===== src/rtl/tstg_pkg.sv =====
package tstg_pkg;

  typedef enum logic [2:0] {
    OP_NOP   = 3'd0,
    OP_ST_IN = 3'd1,
    OP_ST_PT = 3'd2,
    OP_CALL  = 3'd3,
    OP_SH_IN = 3'd4,
    OP_SH_PT = 3'd5
  } tstg_op_e;

  // Decoded per-operation controls shared by every channel
  typedef struct packed {
    logic wr_stg_in;  // write staging IN
    logic wr_stg_pt;  // write staging PT
    logic commit;     // load active level (call semantics)
    logic byp_in;     // active IN taken from accumulator instead of staging
    logic byp_pt;     // active PT taken from accumulator instead of staging
  } tstg_ctl_t;

endpackage


===== src/rtl/tstg_decode.sv =====
module tstg_decode
  import tstg_pkg::*;
#(
  parameter int NUM_CH = 8,
  parameter int AW     = (NUM_CH > 1) ? $clog2(NUM_CH) : 1
) (
  input  logic [AW-1:0]     addr,
  input  logic [2:0]        op_code,
  output logic [NUM_CH-1:0] sel,
  output tstg_ctl_t         ctl
);

  localparam logic [AW:0] CH_LIM = (AW+1)'(NUM_CH);

  logic addr_ok;
  logic op_live;

  assign addr_ok = ({1'b0, addr} < CH_LIM);

  always_comb begin
    ctl     = '0;
    op_live = 1'b1;
    unique case (op_code)
      OP_ST_IN: ctl.wr_stg_in = 1'b1;
      OP_ST_PT: ctl.wr_stg_pt = 1'b1;
      OP_CALL:  ctl.commit    = 1'b1;
      OP_SH_IN: begin
        ctl.wr_stg_in = 1'b1;
        ctl.commit    = 1'b1;
        ctl.byp_in    = 1'b1;
      end
      OP_SH_PT: begin
        ctl.wr_stg_pt = 1'b1;
        ctl.commit    = 1'b1;
        ctl.byp_pt    = 1'b1;
      end
      default: op_live = 1'b0;
    endcase
  end

  for (genvar gi = 0; gi < NUM_CH; gi++) begin : g_sel
    assign sel[gi] = op_live && addr_ok && (addr == AW'(gi));
  end

endmodule


===== src/rtl/tstg_chan.sv =====
module tstg_chan
  import tstg_pkg::*;
#(
  parameter int PT_W = 32
) (
  input  logic            clk,
  input  logic            rst,
  input  logic            en,
  input  tstg_ctl_t       ctl,
  input  logic            acc_b,
  input  logic [PT_W-1:0] acc_w,
  output logic            act_in,
  output logic [PT_W-1:0] act_pt,
  output logic            call_q
);

  logic            stg_in;
  logic [PT_W-1:0] stg_pt;

  // Staging level
  always_ff @(posedge clk) begin
    if (rst) begin
      stg_in <= 1'b0;
      stg_pt <= '0;
    end else if (en) begin
      if (ctl.wr_stg_in) stg_in <= acc_b;
      if (ctl.wr_stg_pt) stg_pt <= acc_w;
    end
  end

  // Active level: staged value, or accumulator for the short-operator path
  always_ff @(posedge clk) begin
    if (rst) begin
      act_in <= 1'b0;
      act_pt <= '0;
    end else if (en && ctl.commit) begin
      act_in <= ctl.byp_in ? acc_b : stg_in;
      act_pt <= ctl.byp_pt ? acc_w : stg_pt;
    end
  end

  always_ff @(posedge clk) begin
    if (rst) call_q <= 1'b0;
    else     call_q <= en && ctl.commit;
  end

endmodule


===== src/rtl/timer_param_stage.sv =====
module timer_param_stage
  import tstg_pkg::*;
#(
  parameter int NUM_CH = 8,
  parameter int PT_W   = 32,
  parameter int AW     = (NUM_CH > 1) ? $clog2(NUM_CH) : 1
) (
  input  logic                   clk,
  input  logic                   rst,
  input  logic [AW-1:0]          addr,
  input  logic [2:0]             op_code,
  input  logic                   acc_b,
  input  logic [PT_W-1:0]        acc_w,
  output logic [NUM_CH-1:0]      in_act,
  output logic [NUM_CH*PT_W-1:0] pt_act,
  output logic [NUM_CH-1:0]      call_pulse
);

  logic [NUM_CH-1:0] sel;
  tstg_ctl_t         ctl;

  tstg_decode #(.NUM_CH(NUM_CH), .AW(AW)) u_dec (
    .addr    (addr),
    .op_code (op_code),
    .sel     (sel),
    .ctl     (ctl)
  );

  for (genvar gc = 0; gc < NUM_CH; gc++) begin : g_ch
    tstg_chan #(.PT_W(PT_W)) u_ch (
      .clk    (clk),
      .rst    (rst),
      .en     (sel[gc]),
      .ctl    (ctl),
      .acc_b  (acc_b),
      .acc_w  (acc_w),
      .act_in (in_act[gc]),
      .act_pt (pt_act[gc*PT_W +: PT_W]),
      .call_q (call_pulse[gc])
    );
  end

endmodule


===== config.mk =====
export PLATFORM = sky130hd
export DESIGN_NAME = timer_param_stage
export DESIGN_NICKNAME = d
export VERILOG_FILES = /design/src/rtl/tstg_pkg.sv /design/src/rtl/tstg_decode.sv /design/src/rtl/tstg_chan.sv /design/src/rtl/timer_param_stage.sv
export SDC_FILE = /design/constraint.sdc
export NUM_CORES = 1
export LEC_CHECK = 0
export ABC_CLOCK_PERIOD_IN_PS = 2000
export BUFFER_PORTS_ARGS = -buffer_cell sky130_fd_sc_hd__buf_2
export CAP_MARGIN = 20
export CORE_UTILIZATION = 51
export DETAILED_ROUTE_END_ITERATION = 6
export PLACE_DENSITY = 0.72
export SYNTH_ARGS = -nofsm -noshare
export SYNTH_HDL_FRONTEND = slang
export SYNTH_HIERARCHICAL = 1
export SYNTH_SLANG_ARGS = --single-unit

===== constraint.sdc =====
create_clock -name clk -period 2 [get_ports clk]
set_clock_uncertainty 0.15 [all_clocks]
set_input_delay 0.1 -clock clk [delete_from_list [all_inputs] [get_ports clk]]
set_output_delay 0.1 -clock clk [all_outputs]
set_load 0.03 [all_outputs]

==> impl_results.md <==
* Run status: finished clean
* Most frequent cells in the layout: 536 x dfxtp_1, 528 x a21oi_1, 311 x buf_2, 265 x a21bo_2
* Global-route wire length before repair at about 110 mm
* Die Height at approximately 220 um
* Synth cell types at 26
* Reg clk slew, reported paths at 0.06 ns
* Setup TNS at 0 ns
* Final nets at 2745
* Area of the multi-input gates at roughly 13000 um2
* Maximum number of pins on one net before global-route repair at 100
* Startpoint types: input port
* # setup viols final at 0
* Yosys warning count at 6
* Initial antenna violation count at 0
* Number of global-route vias before repair at 19284
* Seq/Total Area, Yosys at 0.427
* Yosys reg bits at about 540
* Cts bufs inserted at 55
* # fillers at 3877
* Max Fclk at 554 MHz
* Post-CTS Setup Bufs at 0
* Layout cell share with drive strength beyond 1 at 0.389
* XOR/XNOR share of the synthesized area at 0.000349
* Simple-gate share of the synthesized area at 0.0607
* Highest metal used: met4
* Num ports at 313
* WL per Instance at 22.5 um
* Commonest non-fill, non-tap cell in the layout: dfxtp_1
* Slew margin rel. at 0.536
* H-tree levels at 2
* Num rows at 80
* Final hold violations at 0
* Syn Std Cell Area at 25100 um2
* Finished Cell Area at 30100 um2
* Clock sink count at roughly 540
* Maximum vdd drop at 0.000530 V
* All-Layer GR Usage at 0.295
* CTS Buffer Depth at 3
* Area share of the largest cell type after synthesis at 0.427
* Drt pass-1 iters at 5
* Critical path peak fanout at 34
* Residual DRC at 0
* Largest family of logic cells by synthesized area: compound AO/OA/AOI/OAI gates
* Die area at 50100 um2
* Static Leak at 10.6 nW
* Synth Area in Compound Gates at 0.338
* DR WL met3 at between 5 and 6 mm
* Worst Tran Pin Value at 0.696 ns
* Clk_lat worst skew at 0.61 ns
* Worst setup EP type: flip-flop
* CP Class: input port to flip-flop
* Post-synth top flop: dfxtp_1
* WP data required at about 2.4 ns
* Final Cycle Share at 0.903
* Met1 Routed Length at 33.6 mm
* Adder-cell share of the synthesized area at 0
* CTS tree: yes
* Placement Cell Area at 27800 um2
* IO Port Bufs at 312
* FFs w/ async S/R, synth at 0
* Met2 WL at between 30 and 40 mm
* Sequential cell area at 10700 um2
* HPWL Detailed at 47.6 mm
* Post-synth top area cell: dfxtp_1
* Routability cong. at 0.811
* CP arrival at about 2.2 ns
* RSZ-0062 raised after global routing: false
* Clk root buf: clkbuf_16
* Initial core utilization at 0.522
* Antenna Nets Post-Route at 0
* Crit path time final at 1.81 ns
* Mux cell area share after synthesis at 0.105
* HP Class: input port to flip-flop
* Area Growth Syn to Fin at 19.8%
* Via count at 20718
* Syn Area/Cell at a little over 10 um2
* Post-Route WL at 76.8 mm
* ANT cells at 0
* Starting DRT DRC Count at between 1500 and 2000
* Max Cap Viol at 0
* Vias/cell at 6.08
* Chip width at between 200 and 250 um
* Syn Nets at approximately 2500
* Total grt overflow at 0
* Slew Viols, Final at 0
* Synth top area cells: dfxtp_1 43%, a211oi_2 12%, a21bo_2 11%
* Mapped Cells at 2455
* PD cells at just over 800 nW/um2
* Core Box Area at roughly 48000 um2
* Post-synth EDFFs at 0
[layer usage]
metal | GRT usage | vias up
met2 | 0.470 | 792
met3 | 0.0411 | 134
met4 | 0.113 | 0
met5 | 0 | -
met1 | 0.403 | 10231
li1 | - | 9561
[Yosys cell counts, types with 2 or more instances]
library cell	instances
nor4_1	2
clkbuf_1	64
buf_4	40
mux2i_1	264
a211oi_1	24
buf_6	40
buf_1	32
nand3_1	264
nand2b_1	4
a211oi_2	240
nor2_1	2
nor3_1	6
dfxtp_1	536
buf_2	120
a21bo_2	265
nor2b_1	8
a21oi_1	528
and2_1	8
[flip-flops by register name (all words and copies together) (netlist names)]
register and flops:
g_ch.u_ch/call_q 8, g_ch.u_ch/act_in 8, g_ch.u_ch/act_pt 256, g_ch.u_ch/stg_in 8, g_ch.u_ch/stg_pt 256
[repair_timing]
item | CTS | global route
endpoints found under the hold margin | 347 | 0
resized for setup | 0 | 0
hold buffers | 37 | 0
[critical path: stages]
cell and delay [ns]:
buf_2 0.16, nor3_4 0.59, nor3_2 0.11, buf_4 0.19
buf_12 0.17, a21bo_2 0.20, a21oi_1 0.13, dlygate4sd3_1 0.55
[logic make-up (layout without fill, tap and decap cells)]
| group | count (synthesis) | in the layout |
|---|---|---|
| AOI/OAI and AO/OA | 1060 | 1060 |
| DFF | 536 | 536 |
| and+or+nand+nor | 297 | 297 |
| buffers and inverters | 297 | 591 |
| muxes | 264 | 264 |
| xor gates and xnor gates | 1 | 1 |
[layout make-up]
class,count,area share
Tap cell,656,0.0273
Sequential cell,536,0.357
Clock buffer,87,0.0568
Multi-Input combinational cell,1622,0.424
Clock inverter,15,0.00686
Inverter,1,0.000125
Timing Repair Buffer,488,0.128
[stage by stage]
step	hold slack, ns	std cells	total power [mW]	setup WS [ns]	util
floorplan	0.0975	2455	12.8	0.336	-
global placement	0.317	3266	13.8	-0.0847	0.578
detailed placement	0.325	3266	13.9	-0.0436	0.578
CTS	0.0714	3405	24.7	0.243	0.625
global route	0.121	3405	25.3	0.127	0.625
finish	0.101	3405	24.6	0.195	0.625
[power breakdown]
part           switching [mW]  internal, mW  total, mW
clock network            4.33          6.48       10.8
logic                    1.91         0.893       2.80
registers               0.109          10.9       11.0
total                    6.35          18.2       24.6
[path summary, 6_finish.rpt]
path                            cells past startpoint                    start                 endpoint  slack, ns
worst max-delay path                                8               op_code[2]  g_ch[2].u_ch/stg_pt[26]       0.19
worst min-delay path                                6                  addr[0]  g_ch[5].u_ch/stg_pt[26]       0.10
worst max register to register                      3  g_ch[2].u_ch/stg_pt[26]  g_ch[2].u_ch/stg_pt[26]       0.55
worst min register to register                      2  g_ch[0].u_ch/act_pt[31]  g_ch[0].u_ch/act_pt[31]       0.37
(Power assumes the default switching activity.)
